## src/rtl/sat_pkg.sv

```systemverilog
package sat_pkg;
  localparam int OP_W = 4;

  localparam logic [OP_W-1:0] OP_PASS = 4'd0;
  localparam logic [OP_W-1:0] OP_SADD = 4'd1;
  localparam logic [OP_W-1:0] OP_SSUB = 4'd2;
  localparam logic [OP_W-1:0] OP_SDBL = 4'd3;
  localparam logic [OP_W-1:0] OP_UADD = 4'd4;
  localparam logic [OP_W-1:0] OP_USUB = 4'd5;
  localparam logic [OP_W-1:0] OP_SCLW = 4'd6;
  localparam logic [OP_W-1:0] OP_UCLW = 4'd7;
  localparam logic [OP_W-1:0] OP_SCLH = 4'd8;
  localparam logic [OP_W-1:0] OP_UCLH = 4'd9;

  // Strobes from control to datapath
  typedef struct packed {
    logic selSAdd;
    logic selSSub;
    logic selDbl;
    logic selUAdd;
    logic selUSub;
    logic selClamp;
    logic clampHalf;
    logic clampSigned;
  } satStrobe_t;
endpackage

```

## src/rtl/sat_clamp_lane.sv

```systemverilog
module sat_clamp_lane #(
  parameter int W     = 32,
  parameter int WID_W = 6
) (
  input  logic [W-1:0]     val,
  input  logic [WID_W-1:0] width,
  input  logic             isSigned,
  output logic [W-1:0]     res,
  output logic             hit
);
  // Two guard bits keep 2^W-1 positive in the signed compare
  localparam int EW = W + 2;

  int             nEff;
  logic [EW-1:0]  pow;
  logic [EW-1:0]  hiLim;
  logic [EW-1:0]  loLim;
  logic [EW-1:0]  valExt;

  always_comb begin
    nEff = int'(width);
    if (nEff > W) nEff = W;
    if (isSigned && nEff == 0) nEff = 1;
    pow    = {{(EW-1){1'b0}}, 1'b1} << nEff;
    hiLim  = isSigned ? (pow >> 1) - {{(EW-1){1'b0}}, 1'b1} : pow - {{(EW-1){1'b0}}, 1'b1};
    loLim  = isSigned ? (~(pow >> 1) + {{(EW-1){1'b0}}, 1'b1}) : '0;
    valExt = {{2{val[W-1]}}, val};
    res    = val;
    hit    = 1'b0;
    if ($signed(valExt) > $signed(hiLim)) begin
      res = hiLim[W-1:0];
      hit = 1'b1;
    end else if ($signed(valExt) < $signed(loLim)) begin
      res = loLim[W-1:0];
      hit = 1'b1;
    end
  end
endmodule

```

## src/rtl/sat_ctrl.sv

```systemverilog
module sat_ctrl
  import sat_pkg::*;
(
  input  logic            clk,
  input  logic            rstN,
  input  logic [OP_W-1:0] opCode,
  input  logic            satHit,
  input  logic            stickyClr,
  output satStrobe_t      strobe,
  output logic            sticky
);
  always_comb begin
    strobe = '0;
    case (opCode)
      OP_SADD: strobe.selSAdd = 1'b1;
      OP_SSUB: strobe.selSSub = 1'b1;
      OP_SDBL: strobe.selDbl  = 1'b1;
      OP_UADD: strobe.selUAdd = 1'b1;
      OP_USUB: strobe.selUSub = 1'b1;
      OP_SCLW: begin strobe.selClamp = 1'b1; strobe.clampSigned = 1'b1; end
      OP_UCLW: strobe.selClamp = 1'b1;
      OP_SCLH: begin strobe.selClamp = 1'b1; strobe.clampHalf = 1'b1; strobe.clampSigned = 1'b1; end
      OP_UCLH: begin strobe.selClamp = 1'b1; strobe.clampHalf = 1'b1; end
      default: strobe = '0;
    endcase
  end

  // Saturation outranks a same-cycle clear so no event is lost
  always_ff @(posedge clk or negedge rstN) begin
    if (!rstN)          sticky <= 1'b0;
    else if (satHit)    sticky <= 1'b1;
    else if (stickyClr) sticky <= 1'b0;
  end
endmodule

```

## src/rtl/sat_dp.sv

```systemverilog
module sat_dp
  import sat_pkg::*;
#(
  parameter int DATA_W = 32,
  parameter int WID_W  = 6
) (
  input  satStrobe_t        strobe,
  input  logic [DATA_W-1:0] opA,
  input  logic [DATA_W-1:0] opB,
  input  logic [WID_W-1:0]  satWidth,
  output logic [DATA_W-1:0] result,
  output logic              satHit
);
  localparam int MSB    = DATA_W - 1;
  localparam int HALF_W = DATA_W / 2;
  localparam logic [DATA_W-1:0] MAX_S = {1'b0, {MSB{1'b1}}};
  localparam logic [DATA_W-1:0] MIN_S = {1'b1, {MSB{1'b0}}};

  logic [DATA_W:0]   addFull;
  logic [DATA_W:0]   subFull;
  logic [DATA_W-1:0] signLim;
  logic              sAddOvf;
  logic              sSubOvf;
  logic              dblHi;
  logic              dblLo;

  assign addFull = {1'b0, opA} + {1'b0, opB};
  assign subFull = {1'b0, opA} - {1'b0, opB};
  assign signLim = opA[MSB] ? MIN_S : MAX_S;
  assign sAddOvf = (opA[MSB] == opB[MSB]) && (addFull[MSB] != opA[MSB]);
  assign sSubOvf = (opA[MSB] != opB[MSB]) && (subFull[MSB] != opA[MSB]);
  assign dblHi   = ~opA[MSB] & opA[MSB-1];
  assign dblLo   = opA[MSB] & (~opA[MSB-1] | ~|opA[MSB-2:0]);

  logic [DATA_W-1:0] wordRes;
  logic              wordHit;

  sat_clamp_lane #(.W(DATA_W), .WID_W(WID_W)) uWordLane (
    .val(opA), .width(satWidth), .isSigned(strobe.clampSigned),
    .res(wordRes), .hit(wordHit)
  );

  logic [1:0][HALF_W-1:0] halfRes;
  logic [1:0]             halfHit;

  for (genvar h = 0; h < 2; h++) begin : gHalf
    sat_clamp_lane #(.W(HALF_W), .WID_W(WID_W)) uHalfLane (
      .val(opA[h*HALF_W +: HALF_W]), .width(satWidth),
      .isSigned(strobe.clampSigned),
      .res(halfRes[h]), .hit(halfHit[h])
    );
  end

  always_comb begin
    result = opA;
    satHit = 1'b0;
    if (strobe.selSAdd) begin
      result = sAddOvf ? signLim : addFull[MSB:0];
      satHit = sAddOvf;
    end else if (strobe.selSSub) begin
      result = sSubOvf ? signLim : subFull[MSB:0];
      satHit = sSubOvf;
    end else if (strobe.selDbl) begin
      result = dblHi ? MAX_S : (dblLo ? MIN_S : {opA[MSB-1:0], 1'b0});
      satHit = dblHi | dblLo;
    end else if (strobe.selUAdd) begin
      result = addFull[DATA_W] ? '1 : addFull[MSB:0];
      satHit = addFull[DATA_W];
    end else if (strobe.selUSub) begin
      result = subFull[DATA_W] ? '0 : subFull[MSB:0];
      satHit = subFull[DATA_W];
    end else if (strobe.selClamp) begin
      result = strobe.clampHalf ? halfRes : wordRes;
      satHit = strobe.clampHalf ? |halfHit : wordHit;
    end
  end
endmodule

```

## src/rtl/sat_alu.sv

```systemverilog
module sat_alu
  import sat_pkg::*;
#(
  parameter int DATA_W = 32,
  parameter int WID_W  = $clog2(DATA_W) + 1
) (
  input  logic              clk,
  input  logic              rstN,
  input  logic [3:0]        opCode,
  input  logic [DATA_W-1:0] opA,
  input  logic [DATA_W-1:0] opB,
  input  logic [WID_W-1:0]  satWidth,
  input  logic              stickyClr,
  output logic [DATA_W-1:0] result,
  output logic              sticky
);
  satStrobe_t strobe;
  logic       satHit;

  sat_ctrl uCtrl (
    .clk(clk), .rstN(rstN), .opCode(opCode), .satHit(satHit),
    .stickyClr(stickyClr), .strobe(strobe), .sticky(sticky)
  );

  sat_dp #(.DATA_W(DATA_W), .WID_W(WID_W)) uDp (
    .strobe(strobe), .opA(opA), .opB(opB), .satWidth(satWidth),
    .result(result), .satHit(satHit)
  );
endmodule

```

## config.mk

```make
export PLATFORM = sky130hd
export DESIGN_NAME = sat_alu
export DESIGN_NICKNAME = d
export VERILOG_FILES = /design/src/rtl/sat_pkg.sv /design/src/rtl/sat_clamp_lane.sv /design/src/rtl/sat_ctrl.sv /design/src/rtl/sat_dp.sv /design/src/rtl/sat_alu.sv
export SDC_FILE = /design/constraint.sdc
export NUM_CORES = 1
export LEC_CHECK = 0
export ABC_AREA = 1
export BUFFER_PORTS_ARGS = -buffer_cell sky130_fd_sc_hd__buf_4
export CAP_MARGIN = 30
export CORE_ASPECT_RATIO = 0.7
export CORE_UTILIZATION = 43
export CTS_CLUSTER_SIZE = 10
export DETAILED_ROUTE_END_ITERATION = 7
export PLACE_DENSITY_LB_ADDON = 0.15
export SETUP_SLACK_MARGIN = 0.02
export SLEW_MARGIN = 20
export SYNTH_ARGS = -nofsm -noshare
export SYNTH_HDL_FRONTEND = slang
export SYNTH_SLANG_ARGS = --single-unit
```

## constraint.sdc

```tcl
create_clock -name clk -period 9.5 [get_ports clk]
set_clock_uncertainty 0.1 [all_clocks]
set_input_delay 0.95 -clock clk [delete_from_list [all_inputs] [get_ports clk]]
set_output_delay 0.95 -clock clk [all_outputs]
set_load 0.02 [all_outputs]
```

**After elaboration in Yosys (flattened, before gate mapping)**

Index checks and enable logic that the tools add are counted.

- Flip-flop bits (word level): 1
- Input bits: 77

- Add/subtract/negate cells: 8
- Order comparisons: 8
- Equality and inequality tests: 13
- Shifts and indexed selects: 2
- Multiplexer cells: 51
- Bitwise gates (word level): 8
- Reductions and logical operators: 13

Operator list:

| operator | number |
|---|---|
| 32-bit two-way mux | 16 |
| 34-bit two-way mux | 2 |
| 32-bit zero test | 2 |
| 16-bit two-way mux | 4 |
| 16-bit by 18-bit greater-than comparator with 1-bit output | 2 |
| 16-bit by 18-bit less-than comparator with 1-bit output | 2 |
| 18-bit two-way mux | 2 |
| 34-bit by 1-bit adder with 34-bit output, second input constant | 1 |
| 32-bit by 34-bit greater-than comparator with 1-bit output | 1 |
| 32-bit by 34-bit less-than comparator with 1-bit output | 1 |
| 33-bit inverter with 34-bit output | 1 |
| 1-bit by 32-bit left shift with 34-bit output, first input constant | 1 |
| 33-bit by 1-bit subtractor with 34-bit output, second input constant | 1 |
| 34-bit by 1-bit subtractor with 34-bit output, second input constant | 1 |
| 32-bit by 32-bit adder with 33-bit output | 1 |
| 32-bit by 32-bit subtractor with 33-bit output | 1 |
| 1-bit by 32-bit left shift with 18-bit output, first input constant | 1 |
| 30-bit OR reduction | 1 |
| 6-bit two-way mux | 4 |
| 1-bit two-way mux | 23 |
| 18-bit by 1-bit adder with 18-bit output, second input constant | 1 |
| 17-bit inverter with 18-bit output | 1 |
| 17-bit by 1-bit subtractor with 18-bit output, second input constant | 1 |
| 18-bit by 1-bit subtractor with 18-bit output, second input constant | 1 |
| other kinds (16) | 31 |

**Depth between registers and ports, before layout**

- Word-level depth: 21
- Gate-level depth with buffers: 46

**Hierarchy**

From an unflattened synthesis, not the netlist that was laid out.

- Cell total of the unflattened synthesis: 3503
- Area, all modules: 17699.5 um^2

By module, submodules not included:

| module | times used | cells an instance | area each (um^2) | sequential area each (um^2) |
|---|---|---|---|---|
| sat_dp | 1 | 1632 | 7842.5 | 0.0 |
| sat_clamp_lane (uDp.uWordLane) | 1 | 937 | 4783.3 | 0.0 |
| sat_clamp_lane (uDp.gHalf[0].uHalfLane) | 1 | 456 | 2517.4 | 0.0 |
| sat_clamp_lane (uDp.gHalf[1].uHalfLane) | 1 | 450 | 2411.1 | 0.0 |
| sat_ctrl | 1 | 28 | 145.1 | 25.0 |

**Least setup slack after synthesis**

OpenSTA, ideal clock, no wires.

- Path type: input to output
- From: in satWidth[4]
- To: out result[18]
- Data arrival time: 5.634 ns
- Path slack: 2.816 ns
- Stages: 41
- Buffers on the path: 2
- Path through: buf_4 > inv_2 > nand3_1 > nand2_1 > nand2_1 > nand3_1 > nor2_2 > nand2_2 > ha_1 > nand4_1 > nor2_1 > nand2_1 > nor2_2 > nand3_1 > inv_1 > nand2_1 > nor2_1 > nand2_1 > [5 not listed] > nand4_1 > nor4b_1 > nand3_1 > o21a_1 > or2_2 > nand2_1 > clkbuf_1 > nor2_1 > a21oi_1 > nand2_1 > nand3_1 > nand2_1 > nand2_1 > nand2_1 > nand2_1 > nand2_1 > nand3_1 > nand2_1

- Word-level cells in the longest chain between the ends: 19
- Elaborated cells between the ends (all ways): 39
- Classes of those cells: add/sub (6); order compare (6); shift (2); mux (19); bitwise (2); reduce/logical (4)

Ends and longest elaborated chain:

| element | line | RTL |
|---|---|---|
| start, declared | sat_alu.sv:12 | `input logic [WID_W-1:0] satWidth,` |
| 6-bit greater-than comparator / 6-bit by 5-bit greater-than comparator with 1-bit output (equally long branches) | sat_clamp_lane.sv:22 | `if (nEff > W) nEff = W;` |
| 6-bit two-way mux | sat_clamp_lane.sv:22 |  |
| 32-bit zero test | sat_clamp_lane.sv:23 | `if (isSigned && nEff == 0) nEff = 1;` |
| 1-bit logical AND | sat_clamp_lane.sv:23 |  |
| 6-bit two-way mux | sat_clamp_lane.sv:23 |  |
| 1-bit by 32-bit left shift with 34-bit output / 1-bit by 32-bit left shift with 18-bit output (equally long branches) | sat_clamp_lane.sv:24 | `pow = {{(EW-1){1'b0}}, 1'b1} << nEff;` |
| 33-bit inverter with 34-bit output / 17-bit inverter with 18-bit output (equally long branches) | sat_clamp_lane.sv:26 | `loLim = isSigned ? (~(pow >> 1) + {{(EW-1){1'b0}}, 1'b1}) : '0;` |
| 34-bit by 1-bit adder with 34-bit output / 18-bit by 1-bit adder with 18-bit output (equally long branches) | sat_clamp_lane.sv:26 |  |
| [3 not listed] | - |  |
| 32-bit two-way mux / 16-bit two-way mux (equally long branches) | sat_clamp_lane.sv:30 | `if ($signed(valExt) > $signed(hiLim)) begin` |
| 32-bit two-way mux (*) | sat_dp.sv:73 | `result = strobe.clampHalf ? halfRes : wordRes;` |
| 32-bit two-way mux (*) | sat_dp.sv:72 | `end else if (strobe.selClamp) begin` |
| 32-bit two-way mux (*) | sat_dp.sv:69 | `end else if (strobe.selUSub) begin` |
| 32-bit two-way mux (*) | sat_dp.sv:66 | `end else if (strobe.selUAdd) begin` |
| 32-bit two-way mux (*) | sat_dp.sv:63 | `end else if (strobe.selDbl) begin` |
| 32-bit two-way mux (*) | sat_dp.sv:60 | `end else if (strobe.selSSub) begin` |
| 32-bit two-way mux (*) | sat_dp.sv:57 | `if (strobe.selSAdd) begin` |
| end, declared | sat_alu.sv:14 | `output logic [DATA_W-1:0] result,` |

Mark *: on every way between the ends. The rest lies on a longest branch, timed or not.

**Worst setup path in the final report**

- From: in opCode[0]
- To: out result[14]

- Word-level cells in the longest chain between the ends: 19
- Elaborated cells between the ends (all ways): 53
- Classes of those cells: add/sub (6); order compare (4); eq/ne (9); shift (2); mux (25); bitwise (2); reduce/logical (5)

Ends and longest elaborated chain:

| element | line | RTL |
|---|---|---|
| start, declared | sat_alu.sv:9 | `input logic [3:0] opCode,` |
| 4-bit by 3-bit == test with 1-bit output / 4-bit == test (equally long branches) | sat_ctrl.sv:14 | `case (opCode)` |
| 2-bit OR reduction (no source line) | - |  |
| 1-bit two-way mux | sat_ctrl.sv:14 |  |
| 1-bit logical AND | sat_clamp_lane.sv:23 |  |
| 6-bit two-way mux | sat_clamp_lane.sv:23 |  |
| 1-bit by 32-bit left shift with 34-bit output / 1-bit by 32-bit left shift with 18-bit output (equally long branches) | sat_clamp_lane.sv:24 |  |
| 33-bit inverter with 34-bit output / 17-bit inverter with 18-bit output (equally long branches) | sat_clamp_lane.sv:26 |  |
| 34-bit by 1-bit adder with 34-bit output / 18-bit by 1-bit adder with 18-bit output (equally long branches) | sat_clamp_lane.sv:26 |  |
| [3 not listed] | - |  |
| 32-bit two-way mux / 16-bit two-way mux (equally long branches) | sat_clamp_lane.sv:30 |  |
| 32-bit two-way mux | sat_dp.sv:73 |  |
| 32-bit two-way mux | sat_dp.sv:72 |  |
| 32-bit two-way mux | sat_dp.sv:69 |  |
| 32-bit two-way mux | sat_dp.sv:66 |  |
| 32-bit two-way mux | sat_dp.sv:63 |  |
| 32-bit two-way mux | sat_dp.sv:60 |  |
| 32-bit two-way mux (*) | sat_dp.sv:57 |  |

Marks and branches as above.

==> flow_metrics.tcl <==
set metrics [dict create \
    clk_pin_slew_worst_paths_ns 0 \
    ys_ff_latch 1 \
    clk_latency_ns 0 \
    slew_viol_final 0 \
    antenna_left 0 \
    vias 17257 \
    grtUsageTotal_pct 38.09 \
    synth_seq_area_share_pct 0.1906 \
    m1WireLength_um 28190 \
    diodes 0 \
    timing.final.ws_setup_ns 0.5316 \
    path_class "primary input to output port" \
    syn-cell-area_um2 13130 \
    synth_top_area_cell "nand2_1" \
    setup_violations 0 \
    crit_arrival_ns 7.92 \
    seqPwrFrac_pct 0.5 \
    ir_worst_vdd_uv 39.42 \
    p_switching_mw 0.8157 \
    fp.coreArea_um2 30040 \
    power_mw 1.213 \
    startpoint_type "primary input" \
    cts_hold_buffers 0 \
    path_max_fanout 69 \
    post_drt_wl_per_cell_um 21.00 \
    fin_cells 2917 \
    largest_register_ffs 1 \
    finalCriticalPeriod_ns 8.968 \
    required_ns 8.45 \
    post_cts_buffers 0 \
    synth_area_per_cell_um2 5.323 \
    dp_slack_ns 0.8592 \
    hpwl_um 47970 \
    final_nets 2791 \
    vias_per_cell 5.916 \
    reg_top3 "uCtrl.sticky x1" \
    dp.cells 2915 \
    syn_inst 2466 \
    n_fill_cell 3429 \
    largest-register "uCtrl.sticky" \
    antenna_found_initial 1 \
    power_frac_clock_pct 0 \
    die_h_um 148.2 \
    comb_power_share_pct 99.5 \
    ys_warn_count 0 \
    ios 110 \
    grt_max_degree 70 \
    critical_path_buf_inv_count 7 \
    max_stage_delay_ns 0.59 \
    leakage_nw 7.852 \
    die_w_um 210.8 \
    power-per-cell-area_nw_per_um2 84.75 \
    cts_resized 0 \
    synth-edff-count 0 \
    multi_input_area_um2 11490 \
    top_layer_used "met4" \
    holdCritPathClass "flop to flop" \
    met2WireLength_um 24340 \
    gp_congestion 1.053 \
    syn_to_final_growth_pct 9.064 \
    dr.pass1.iters 6 \
    yosysUniqueCellTypes 55 \
    grt_pass1_wl_um 91870 \
    hold_slack_ns 0.5360 \
    die_area_um2 31240 \
    max_freq_ghz 0.1115 \
    drc 0 \
    start_util_pct 43.70 \
    relSlewSlack_pct 34.07 \
    finalHoldViolCount 0 \
    grt_pass1_vias 15302 \
    critical-path-top-delay-family "simple AND/OR/NAND/NOR gates" \
    setup_tns_ns 0 \
    rows 53 \
    synthFlopType "dfrtp_1" \
    cp_common_cell "nand2_1" \
    postSynth.asyncResetShare_pct 100.0 \
    fin_crit_sh_pct 94.40 \
    yosys-top-cells-count "nand2_1 (709), inv_1 (297), nor2_1 (239)" \
    routed_wl_um 61260 \
    p_sw_share_pct 67.22 \
    synth_most_common_cell "nand2_1" \
    rsz0062_at_grt "no" \
    endpoint_kind "output port" \
    final_area_um2 14320 \
    ff_latch_area_um2 25.02 \
    grt-ovfl-total 0 \
    intPower_mw 0.3977 \
    synthTopCellsByArea "nand2_1 (20%), ha_1 (19%), inv_1 (8.5%), a21oi_1 (8.1%), nor2_1 (6.8%)" \
    crit_path_top_delay_cell "buf_4" \
    netlist.area_leader.share_pct 20.27 \
    io_buffers 109 \
    place_area_um2 14290 \
    drv_cap 0 \
    final_core_util_pct 47.66 \
    layout-drive-gt1-share_pct 7.904 \
    met3_length_um 6950 \
    status "finished, final reports clean" \
    worst_pin_slew_ns 0.9867 \
    dr.first_iter.drc_count 2041 \
]
[kinds of logic (layout without fill, tap and decap cells)]
logic type               count (synthesis)  count (layout)  share of synthesized area [%]
other                                    1               3                        0.02857
flip-flops                               1               1                         0.1906
AO/OA/AOI/OAI                          514             514                          22.01
AND/OR/NAND/NOR                       1243            1243                          39.87
XOR/XNOR                                82              82                          5.528
adder cells (fa/ha/maj)                207             207                          19.90
buffers and inverters                  418             455                          12.48
[metal layers]
layer / global-route usage [%] / vias up
met2: 55.56 / 948
met4: 10.18 / 0
li1: - / 8273
met5: 0 / -
met3: 5.595 / 122
met1: 57.16 / 7914
[worst min-delay path, stage by stage (launching register included)]
cell and delay, ns:
dfrtp_1 0.32, nand2_1 0.09, o2111ai_1 0.17
[power by group through the flow]
stage	combinational (mW)	sequential [mW]	clock, mW
2_1_floorplan	0.769	0.00676	0
4_1_cts	1.17	0.00562	0
6_report	1.21	0.00562	0
3_5_place_dp	1.16	0.00561	0
3_3_place_gp	1.15	0.00563	0
5_1_grt	1.32	0.00568	0
[cells in the final DEF, fill, tap and decap left out, types with 4 or more instances in the layout]
master	netlist	layout
nor2_2	9	11
o21a_1	8	8
o21ai_0	172	172
inv_2	13	13
a21oi_1	212	211
o21ai_1	12	12
o221ai_1	9	9
nand3_1	149	149
o21ai_2	4	4
nor2_1	239	237
o21bai_1	7	7
a211oi_1	10	10
o2111ai_1	6	6
o211ai_1	30	30
nand2_1	709	709
nand4_1	66	66
nor4_1	12	12
nand3_2	6	6
a31oi_1	14	14
o31ai_1	12	12
nor3_1	30	29
inv_1	297	297
xor2_1	78	78
nand2_2	7	7
ha_1	204	204
buf_4	6	138
[worst paths after layout]
path	startpoint	to	slack (ns)	cells past startpoint
min reg2reg	uCtrl.sticky$_DFFE_PN0P_	uCtrl.sticky$_DFFE_PN0P_	0.54	2
max in group asynchronous	rstN	uCtrl.sticky$_DFFE_PN0P_	8.59	1
max reg2reg	uCtrl.sticky$_DFFE_PN0P_	uCtrl.sticky$_DFFE_PN0P_	8.55	2
max	opCode[0]	result[14]	0.53	35
min in group asynchronous	rstN	uCtrl.sticky$_DFFE_PN0P_	0.62	1
min	uCtrl.sticky$_DFFE_PN0P_	uCtrl.sticky$_DFFE_PN0P_	0.54	2
[cell type report]
class / instances / area share (%)
multi-input combinational: 2049 / 80.28
inverter: 313 / 8.206
timing repair buffer: 142 / 7.743
tap: 412 / 3.600
sequential: 1 / 0.1748
Note: power is estimated with default switching activity, not from simulation.
